$ cat src/rtl/dp_lane_ctl.sv
module dp_lane_ctl #(
  parameter int ADDR_W = 20,
  parameter int DATA_W = 8,
  parameter int CNT_W  = 5,
  parameter int PWR_W  = 2,
  parameter logic [ADDR_W-1:0] CNT_ADDR = 20'h00101,
  parameter logic [ADDR_W-1:0] PWR_ADDR = 20'h00600
) (
  input  logic              clk,
  input  logic              rst_n,
  input  logic [1:0]        mode_sel,
  input  logic              flip,
  input  logic              snoop_off,
  input  logic [3:0]        lane_sw_dis,
  input  logic              snp_valid,
  input  logic [ADDR_W-1:0] snp_addr,
  input  logic [DATA_W-1:0] snp_data,
  input  logic [1:0]        aux_ovr,
  output logic [3:0]        lane_en,
  output logic [1:0]        sbu_ctl
);

  localparam logic [PWR_W-1:0] PWR_ON = PWR_W'(1);

  logic [CNT_W-1:0] cnt_q;
  logic [PWR_W-1:0] pwr_q;
  logic             hi_q;
  logic             wipe;
  logic [3:0]       allow, cnt_mask, snoop_mask, path;
  logic             unused_hi;

  assign unused_hi = ^snp_data[DATA_W-1:CNT_W];
  assign wipe      = hi_q & ~mode_sel[1];

  always_ff @(posedge clk or negedge rst_n) begin
    if (!rst_n) begin
      cnt_q <= '0;
      pwr_q <= '0;
      hi_q  <= 1'b0;
    end else begin
      hi_q <= mode_sel[1];
      if (wipe) begin
        cnt_q <= '0;
        pwr_q <= '0;
      end else if (snp_valid) begin
        if (snp_addr == CNT_ADDR) cnt_q <= snp_data[CNT_W-1:0];
        if (snp_addr == PWR_ADDR) pwr_q <= snp_data[PWR_W-1:0];
      end
    end
  end

  always_comb begin
    case (cnt_q)
      CNT_W'(1): cnt_mask = 4'b0001;
      CNT_W'(2): cnt_mask = 4'b0011;
      default:   cnt_mask = 4'b1111;
    endcase
    case (mode_sel)
      2'd2:    allow = 4'b1111;
      2'd3:    allow = 4'b0011;
      default: allow = 4'b0000;
    endcase
  end

  assign snoop_mask = (pwr_q == PWR_ON) ? cnt_mask : 4'b0000;
  assign path       = snoop_off ? ~lane_sw_dis : snoop_mask;
  assign lane_en    = allow & path;

  always_comb begin
    case (aux_ovr)
      2'd1:    sbu_ctl = 2'b01;
      2'd2:    sbu_ctl = 2'b10;
      2'd3:    sbu_ctl = 2'b00;
      default: sbu_ctl = mode_sel[1] ? (flip ? 2'b10 : 2'b01) : 2'b00;
    endcase
  end


  usb_only_dark_chk: assert property (@(posedge clk) disable iff (!rst_n)
    !mode_sel[1] |-> lane_en == 4'b0000);


  upper_pair_dark_chk: assert property (@(posedge clk) disable iff (!rst_n)
    mode_sel == 2'd3 |-> lane_en[3:2] == 2'b00);


  power_gate_chk: assert property (@(posedge clk) disable iff (!rst_n)
    (!snoop_off && pwr_q != PWR_ON) |-> lane_en == 4'b0000);


  fall_wipe_chk: assert property (@(posedge clk) disable iff (!rst_n)
    $fell(mode_sel[1]) |=> (cnt_q == '0 && pwr_q == '0));


  open_override_chk: assert property (@(posedge clk) disable iff (!rst_n)
    aux_ovr == 2'd3 |-> sbu_ctl == 2'b00);


  sbu_idle_open_chk: assert property (@(posedge clk) disable iff (!rst_n)
    (aux_ovr == 2'd0 && !mode_sel[1]) |-> sbu_ctl == 2'b00);

endmodule

$ cat config.mk
export PLATFORM = sky130hd
export DESIGN_NAME = dp_lane_ctl
export DESIGN_NICKNAME = d
export VERILOG_FILES = /design/src/rtl/dp_lane_ctl.sv
export SDC_FILE = /design/constraint.sdc
export NUM_CORES = 1
export LEC_CHECK = 0
export BUFFER_PORTS_ARGS = -buffer_cell sky130_fd_sc_hd__buf_4
export CAP_MARGIN = 30
export CORE_MARGIN = 1
export CORE_UTILIZATION = 38
export CTS_BUF_LIST = sky130_fd_sc_hd__clkbuf_8
export CTS_CLUSTER_SIZE = 12
export DETAILED_ROUTE_END_ITERATION = 8
export HOLD_SLACK_MARGIN = 0.12
export PLACE_DENSITY = 0.8
export SYNTH_ARGS = -nofsm -noshare
export SYNTH_HDL_FRONTEND = slang
export SYNTH_SLANG_ARGS = --single-unit
export TNS_END_PERCENT = 100
$ cat constraint.sdc
create_clock -name clk -period 1.43 [get_ports clk]
set_input_delay 0.143 -clock clk [delete_from_list [all_inputs] [get_ports clk]]
set_output_delay 0.143 -clock clk [all_outputs]
set_load 0.005 [all_outputs]
==> results of run 1 <==
==> critical path, cell delays in order (launching register included) <==
cell and delay (ns):
dfrtp_1 0.38, or4_4 0.52, nor2_1 0.10, or3_4 0.14, a21oi_2 0.03, buf_4 0.13
==> power groups by stage <==
stage / registers (mW) / logic [mW] / clock network [mW]
6_report: 0.229 / 0.141 / 0.262
5_1_grt: 0.229 / 0.155 / 0.287
4_1_cts: 0.229 / 0.138 / 0.267
3_5_place_dp: 0.232 / 0.131 / 0
3_3_place_gp: 0.232 / 0.128 / 0
2_1_floorplan: 0.232 / 0.0247 / 0
==> worst max path at each step <==
stage / from / endpoint / depth (start not counted)
6_report: cnt_q[2] / lane_en[2] / 5
5_1_grt: cnt_q[2] / lane_en[2] / 5
4_1_cts: cnt_q[2] / lane_en[3] / 5
3_5_place_dp: cnt_q[3] / lane_en[1] / 4
3_3_place_gp: cnt_q[3] / lane_en[1] / 4
2_1_floorplan: cnt_q[3] / lane_en[1] / 3
==> repair_timing <==
action,4_1_cts,5_1_grt
hold endpoints to repair,9,0
setup endpoints to repair,3,4
cloned,0,0
resized for setup,2,4
hold buffers,2,0
pin swaps,3,0
==> kinds of logic (layout without fill, tap and decap cells) <==
kind of cell,after synthesis,after routing,share of synthesized area
flip-flops,8,8,0.376
buffers and inverters,3,50,0.0423
AO/OA/AOI/OAI,21,21,0.202
AND/OR/NAND/NOR,27,27,0.362
XOR/XNOR,1,1,0.0165
==> sequential cells by signal, indices dropped and copies added, names as in the netlist <==
register,cells
cnt_q,5
hi_q,1
pwr_q,2
==> per-layer routing <==
metal  track usage  vias up
li1              -      327
met5             0        -
met4         0.121        0
met3        0.0170        0
met1         0.263      298
met2         0.381       40
==> cell type report <==
type	count	area, um2	area share
repair buffers	46	350	0.371
clock buffers	3	41.3	0.0437
flip-flops and latches	8	200	0.212
inverters	1	3.75	0.00397
multi-input cells	49	330	0.350
well taps	15	18.8	0.0199
==> layout by cell type (no fill, tap or decap) <==
| master | Yosys | final |
|---|---|---|
| nor4b_2 | 1 | 1 |
| a21oi_1 | 12 | 10 |
| nor3b_2 | 0 | 1 |
| a21oi_2 | 0 | 2 |
| o21ai_1 | 1 | 2 |
| dlygate4sd3_1 | 0 | 2 |
| nand4_1 | 8 | 8 |
| and3_1 | 1 | 1 |
| inv_1 | 1 | 1 |
| or3_4 | 0 | 1 |
| nor3_1 | 1 | 1 |
| buf_4 | 0 | 44 |
| and2_0 | 1 | 1 |
| nor2_1 | 4 | 4 |
| a211oi_1 | 1 | 1 |
| and4bb_2 | 1 | 1 |
| dfrtp_1 | 8 | 8 |
| clkbuf_8 | 0 | 3 |
| or4_4 | 0 | 1 |
| nor4_2 | 2 | 2 |
| and4bb_4 | 1 | 1 |
| o21ai_0 | 7 | 6 |
| nor2b_1 | 2 | 2 |
| nand2_1 | 2 | 2 |
| xnor2_1 | 1 | 1 |
==> impl_metrics.tcl, run 1 <==
set metrics [dict create \
    place_inst 117 \
    synth.distinct_cells 23 \
    grt.total_usage 0.220 \
    ys_async_sr_fraction 1.00 \
    synthDominantCellAreaShare 0.376 \
    netlist_instances 60 \
    fin_cells 122 \
    fillers 117 \
    power_frac_clock 0.415 \
    seq_power_share 0.363 \
    min_path_type "primary input to flop" \
    finalInstanceArea_um2 945 \
    die_h_um 39.4 \
    min_period_ns 1.66 \
    layout-drive-gt1-share 0.533 \
    critPathRequiredTime_ns 1.29 \
    clock_latency_ns 0.22 \
    r2r_cells 2 \
    finalSetupTns_ns -0.659 \
    ys.flop_type "dfrtp_1" \
    dp_slack_ns -0.0321 \
    clkSinkCount 8 \
    wl_met1_um 582 \
    syn_avg_cell_area_um2 8.86 \
    vdd_drop_max_mv 0.362 \
    htreeDepth 1 \
    clockBufferDepth 2 \
    cts_made_buffers 3 \
    fmax_ghz 0.601 \
    p_sw_uw 128 \
    syn_nets 101 \
    ys_warn_count 0 \
    internal_power_uw 505 \
    hpwl_um 1210 \
    die_width_um 39.4 \
    slew_violations 0 \
    post-route-period-util 1.16 \
    critPathCaptureType "primary output" \
    setup_ws_ns -0.234 \
    initial_core_util 0.409 \
    maxCapViolations 0 \
    violations "setup timing" \
    grt_pass1_wl_um 2280 \
    postCtsSetupRepairBufs 0 \
    cp_max_fo 2 \
    highest_layer "met3" \
    arrival_ns 1.52 \
    drt-wirelength-per-cell_um 12.2 \
    vias 665 \
    num_rows 13 \
    dr.pass1.iters 4 \
    ff2ff_setup_slack_ns 0.45 \
    min_from "snp_data[1]" \
    grt_max_degree 9 \
    synth-edff-count 0 \
    combPwrFrac 0.223 \
    max_slew.worst_pin.slew_ns 0.478 \
    setup_viol 3 \
    dr.first_iter.drc_count 15 \
    yosys-top-cells-count "12 x a21oi_1, 8 x dfrtp_1, 8 x nand4_1, 7 x o21ai_0, 4 x nor2_1" \
    status "complete, but fails checks" \
    wl_met3_um 120 \
    drc 0 \
    root_buffer "clkbuf_8" \
    nets 150 \
    io_buffers 43 \
    routed_wl_um 1490 \
    drtAntennaViolNets 0 \
    worstSetupStartpointType "flop" \
    coreArea_um2 1300 \
    whs_path_depth 3 \
    syn_to_final_growth_pct 77.6 \
    postPlaceCellArea_um2 862 \
    detail_route.vias_per_cell 5.45 \
    critPathKind "flop to primary output" \
    min_to "pwr_q[1]" \
    rsz0062_at_grt "true" \
    dieArea_um2 1550 \
    boundaryPins 47 \
    antenna_found_initial 0 \
    post-route-util 0.726 \
    finalHoldViolations 0 \
    synth_seq_cells 8 \
    r2r-start "hi_q" \
    holdWs_ns 0.192 \
    power_leakage_nw 0.432 \
    clock_skew_ns 0.000305 \
    route.met2.wl_um 790 \
    antenna_cells 0 \
    overflow 0 \
    gp_congestion 0.752 \
    maxSlewHeadroom 0.681 \
    yosysTopAreaCell "dfrtp_1" \
    yosysMostFrequentCell "a21oi_1" \
    r2r_end "cnt_q[3]" \
    synth.cell_area_um2 532 \
    clk_pin_slew_ns 0.04 \
    cts_tree "built" \
    yosysSeqAreaShare 0.376 \
    synthTopCellsByArea "dfrtp_1 38%, a21oi_1 11%, nand4_1 9.4%, o21ai_0 6.6%, nor4_2 4.7%" \
    power_uw 632 \
    grt_pass1_vias 581 \
    switching_share 0.202 \
    power-per-cell-area_nw_per_um2 669 \
]
Note: power is estimated with default switching activity, not from simulation.
==> run 2, diff against run 1 <==
Settings changed: CORE_MARGIN 1 to 4, CTS_CLUSTER_SIZE 12 to 16.
==> run 2 against run 1 <==
  * The run still ends with setup timing left
  * Largest power group unchanged
  * Critical endpoint unchanged
  * Worst setup slack improved by 0.017 ns
  * Sequential power barely moved
  * Flip-flop and latch count did not move
  * Power rose by 0.60%
  * Cell area rose by 1.3%
  * Hold slack got worse by 0.0038 ns
==> impl_metrics.tcl, run 2 (synthesized netlist as in run 1, its figures left out) <==
set metrics [dict create \
    hpwl_um 1420 \
    route.met2.wl_um 857 \
    nets 153 \
    p_sw_uw 131 \
    dp_slack_ns -0.0114 \
    power_leakage_nw 0.447 \
    critPathRequiredTime_ns 1.29 \
    place_inst 118 \
    rsz0062_at_grt "true" \
    cts_made_buffers 3 \
    mostFrequentLayoutCells "47 x buf_4, 12 x a21oi_1, 8 x nand4_1, 8 x dfrtp_1, 6 x o21ai_0" \
    boundaryPins 47 \
    min_period_ns 1.65 \
    worstSetupStartpointType "flop" \
    gp_congestion 0.850 \
    clockBufferDepth 2 \
    grt.total_usage 0.180 \
    slowest_delay_ns 0.53 \
    power_frac_clock 0.418 \
    grt_pass1_wl_um 2660 \
    largest_reg_flops 5 \
    status "complete, but fails checks" \
    cts_tree "built" \
    critPathCaptureType "primary output" \
    syn_to_final_growth_pct 80.0 \
    vdd_drop_max_mv 0.408 \
    die_h_um 45.4 \
    fin_cells 125 \
    final_common_cell "buf_4" \
    finalHoldViolations 0 \
    violations "setup timing" \
    critPathTopFamily "simple AND/OR/NAND/NOR gates" \
    combPwrFrac 0.221 \
    crit_chain "or4_4 > nor2_2 > or3_1 > a21oi_1 > buf_4" \
    critPathBufInv 1 \
    clk_pin_slew_ns 0.04 \
    min_path_type "primary input to flop" \
    drtAntennaViolNets 0 \
    seq_power_share 0.360 \
    dieArea_um2 2060 \
    slowest_stage "or4_4" \
    overflow 0 \
    die_width_um 45.4 \
    maxSlewHeadroom 0.665 \
    cp_max_fo 2 \
    drc 0 \
    maxCapViolations 0 \
    setup_ws_ns -0.216 \
    dr.first_iter.drc_count 10 \
    arrival_ns 1.50 \
    post-route-period-util 1.15 \
    grt_max_degree 9 \
    critPathKind "flop to primary output" \
    grt_pass1_vias 721 \
    slew_violations 0 \
    routed_wl_um 1660 \
    layout-drive-gt1-share 0.527 \
    vias 696 \
    power-per-cell-area_nw_per_um2 665 \
    io_buffers 43 \
    dr.pass1.iters 4 \
    switching_share 0.206 \
    antenna_cells 0 \
    num_rows 13 \
    largest_registers "cnt_q: 5 flops, pwr_q: 2 flops, hi_q: 1 flops" \
    root_buffer "clkbuf_8" \
    antenna_found_initial 0 \
    htreeDepth 1 \
    drt-wirelength-per-cell_um 13.3 \
    clock_skew_ns 0.000130 \
    internal_power_uw 505 \
    setup_viol 3 \
    clock_latency_ns 0.23 \
    coreArea_um2 1320 \
    regMostFlops "cnt_q" \
    fmax_ghz 0.608 \
    max_slew.worst_pin.slew_ns 0.501 \
    wl_met1_um 590 \
    wl_met3_um 159 \
    highest_layer "met4" \
    clkSinkCount 8 \
    initial_core_util 0.404 \
    detail_route.vias_per_cell 5.57 \
]
## run 2: power by group through the flow
stage | combinational, mW | sequential, mW | clock (mW)
final | 0.141 | 0.229 | 0.266
after global routing | 0.155 | 0.229 | 0.286
after CTS | 0.142 | 0.229 | 0.273
after detailed placement | 0.135 | 0.232 | 0
after global placement | 0.130 | 0.232 | 0
after floorplan | 0.0247 | 0.232 | 0
## run 2: layer usage
metal  GRT usage  up-vias
met5           0        -
met2       0.315       42
li1            -      332
met4       0.123        0
met1       0.185      316
met3      0.0435        6
## run 2: what timing repair did
| item | 4_1_cts | 5_1_grt |
|---|---|---|
| setup buffers | 1 | 1 |
| setup endpoints to repair | 3 | 4 |
| gates resized for setup | 2 | 2 |
| pin swaps | 3 | 1 |
| cloned | 0 | 0 |
| endpoints found under the hold margin | 9 | 0 |
| hold buffers | 2 | 0 |
## run 2: metrics by stage
stage	power, mW	cell area, um2	TNS [ns]	hold slack [ns]	util
after global routing	0.670	957	-0.843	0.195	0.726
after CTS	0.644	947	-0.659	0.183	0.719
after detailed placement	0.368	870	-0.0292	-0.0345	0.660
final	0.636	957	-0.629	0.189	0.726
after floorplan	0.257	532	0	-0.153	-
after global placement	0.362	870	0	-0.0355	0.660
## run 2: cell type report
type / instances / area (um2)
timing repair buffer: 49 / 373
fill: 110 / 360
multi-input combinational: 49 / 320
sequential: 8 / 200
clock buffer: 3 / 41.3
tap: 15 / 18.8
inverter: 1 / 3.75
## run 2: worst paths after layout
kind | from | to | slack [ns] | cells after the start
worst max-delay path | cnt_q[2] | lane_en[2] | -0.22 | 5
worst min-delay path | snp_data[3] | cnt_q[3] | 0.19 | 3
worst max register to register | hi_q | cnt_q[0] | 0.47 | 2
worst min register to register | cnt_q[4] | cnt_q[4] | 0.54 | 2
max in group asynchronous | rst_n | pwr_q[0] | 1.04 | 2
min in group asynchronous | rst_n | cnt_q[1] | 0.27 | 2
## run 2: tightest hold or removal path, cell delays in order
cell     delay, ns
buf_4         0.11
nand4_1       0.06
a21oi_1       0.06
==> run 3, diff against run 2 <==
Settings changed: PLACE_DENSITY 0.8 to 0.9.
==> run 3 against run 2 <==
  * The flow still finishes with violations (setup timing)
  * Highest routed layer unchanged
  * Worst setup slack lost 0.052 ns
  * Critical path type unchanged
  * Non-clock buffer count fell by 2
  * Register-to-register slack worse by 0.03 ns
  * Hold slack worse by 0.0045 ns
  * Die area stayed put
  * Clock skew up 0.0044 ns
  * Cell area rose by 1.0%
==> impl_metrics.tcl, run 3 (synthesized netlist as in run 1, its figures left out) <==
set metrics [dict create \
    status "complete, but fails checks" \
    violations "setup timing" \
    layout-drive-gt1-share 0.556 \
    finalHoldViolations 0 \
    min_path_type "primary input to flop" \
    power_frac_clock 0.422 \
    cts_made_buffers 3 \
    critPathBufInv 1 \
    drc 0 \
    cp.depth 5 \
    largest_registers "cnt_q: 5 flops, pwr_q: 2 flops, hi_q: 1 flops" \
    clk_pin_slew_ns 0.04 \
    post-route-util 0.734 \
    die_h_um 45.4 \
    gp_congestion 0.821 \
    largest_reg_flops 5 \
    combPwrFrac 0.223 \
    drtAntennaViolNets 0 \
    critPathKind "flop to primary output" \
    setup_ws_ns -0.268 \
    io_buffers 43 \
    cts_tree "built" \
    vdd_drop_max_mv 0.362 \
    final_common_cell "buf_4" \
    regMostFlops "cnt_q" \
    num_rows 13 \
    antenna_cells 0 \
    p_sw_uw 140 \
    vias 688 \
    drt-wirelength-per-cell_um 14.6 \
    post-route-period-util 1.19 \
    clock_latency_ns 0.23 \
    max_slew.worst_pin.slew_ns 0.507 \
    hpwl_um 1340 \
    postPlaceCellArea_um2 862 \
    grt_max_degree 9 \
    finalSetupTns_ns -0.761 \
    clkSinkCount 8 \
    clock_skew_ns 0.00453 \
    routed_wl_um 1800 \
    slowest_stage "dfrtp_1" \
    overflow 0 \
    grt_pass1_vias 680 \
    dr.pass1.iters 4 \
    maxCapViolations 0 \
    r2r_cells 2 \
    min_from "snp_data[4]" \
    initial_core_util 0.404 \
    maxSlewHeadroom 0.661 \
    setup_viol 3 \
    ff2ff_setup_slack_ns 0.44 \
    detail_route.vias_per_cell 5.59 \
    power_leakage_nw 0.438 \
    fillers 104 \
    worstSetupStartpointType "flop" \
    grt_pass1_wl_um 2680 \
    power-per-cell-area_nw_per_um2 667 \
    startpoint "cnt_q[1]" \
    r2r-start "hi_q" \
    critPathTopFamily "simple AND/OR/NAND/NOR gates" \
    switching_share 0.217 \
    seq_power_share 0.355 \
    cp_max_fo 3 \
    finalInstanceArea_um2 967 \
    mostFrequentLayoutCells "45 x buf_4, 10 x a21oi_1, 8 x nand4_1, 8 x dfrtp_1, 7 x o21ai_0" \
    root_buffer "clkbuf_8" \
    critPathRequiredTime_ns 1.29 \
    clockBufferDepth 2 \
    antenna_found_initial 0 \
    dr.first_iter.drc_count 11 \
    critPathCaptureType "primary output" \
    grt.total_usage 0.183 \
    internal_power_uw 505 \
    fmax_ghz 0.589 \
    min_period_ns 1.70 \
    slowest_delay_ns 0.41 \
    syn_to_final_growth_pct 81.9 \
    holdWs_ns 0.184 \
    crit_chain "xnor2_2 > nor2_4 > or3_4 > a21oi_2 > buf_4" \
    nets 151 \
    die_width_um 45.4 \
    rsz0062_at_grt "true" \
    coreArea_um2 1320 \
    slew_violations 0 \
    r2r_end "cnt_q[0]" \
    boundaryPins 47 \
    arrival_ns 1.55 \
    crit_end "lane_en[3]" \
    htreeDepth 1 \
    dieArea_um2 2060 \
]
==> run 3: worst reg2reg max path, delay by kind of cell (launching register included) <==
family             cells  cell delay, ns
AOI/OAI and AO/OA      1            0.11
DFF                    1            0.31
and+or+nand+nor        1            0.43
==> run 3: how the worst min path moves through the flow <==
stage,depth (start not counted),to,slack (ns)
after floorplan,0,cnt_q[0],-0.15
after global placement,1,hi_q,-0.04
after detailed placement,1,pwr_q[0],-0.04
after CTS,3,cnt_q[4],0.18
after global routing,3,pwr_q[0],0.19
final,3,cnt_q[4],0.18
==> run 3: area by class of cell <==
type | count | area, um2 | area share
clock buffers | 3 | 41.3 | 0.0427
multi-input cells | 49 | 345 | 0.357
repair buffers | 47 | 358 | 0.370
inverters | 1 | 3.75 | 0.00388
well taps | 15 | 18.8 | 0.0194
flip-flops and latches | 8 | 200 | 0.207
==> run 3: metal layers <==
layer,global-route usage,part of all wire,up-vias
li1,-,-,331
met1,0.193,0.34,310
met2,0.326,0.54,43
met3,0.0277,0.10,4
met4,0.129,0.019,0
met5,0,0,-
==> run 3: power groups by stage <==
stage	Combinational, mW	Clock [mW]	Sequential, mW
6_report	0.144	0.272	0.229
5_1_grt	0.156	0.293	0.229
4_1_cts	0.140	0.280	0.229
3_5_place_dp	0.133	0	0.232
3_3_place_gp	0.128	0	0.232
2_1_floorplan	0.0247	0	0.232
==> run 3: repair_timing <==
| action | 4_1_cts | 5_1_grt |
|---|---|---|
| hold buffers | 2 | 0 |
| buffers inserted | 0 | 1 |
| pin swaps | 3 | 1 |
| hold endpoints to repair | 9 | 0 |
| gates resized for setup | 2 | 6 |
| endpoints found under the setup margin | 3 | 4 |
| cloned | 0 | 0 |
==> run 3: stage by stage <==
stage          instances  setup WS (ns)  total power, mW
6_report             123         -0.268            0.645
4_1_cts              122         -0.216            0.649
2_1_floorplan         60          0.159            0.257
3_3_place_gp         117        -0.0166            0.360
3_5_place_dp         117        -0.0256            0.365
5_1_grt              123         -0.307            0.678
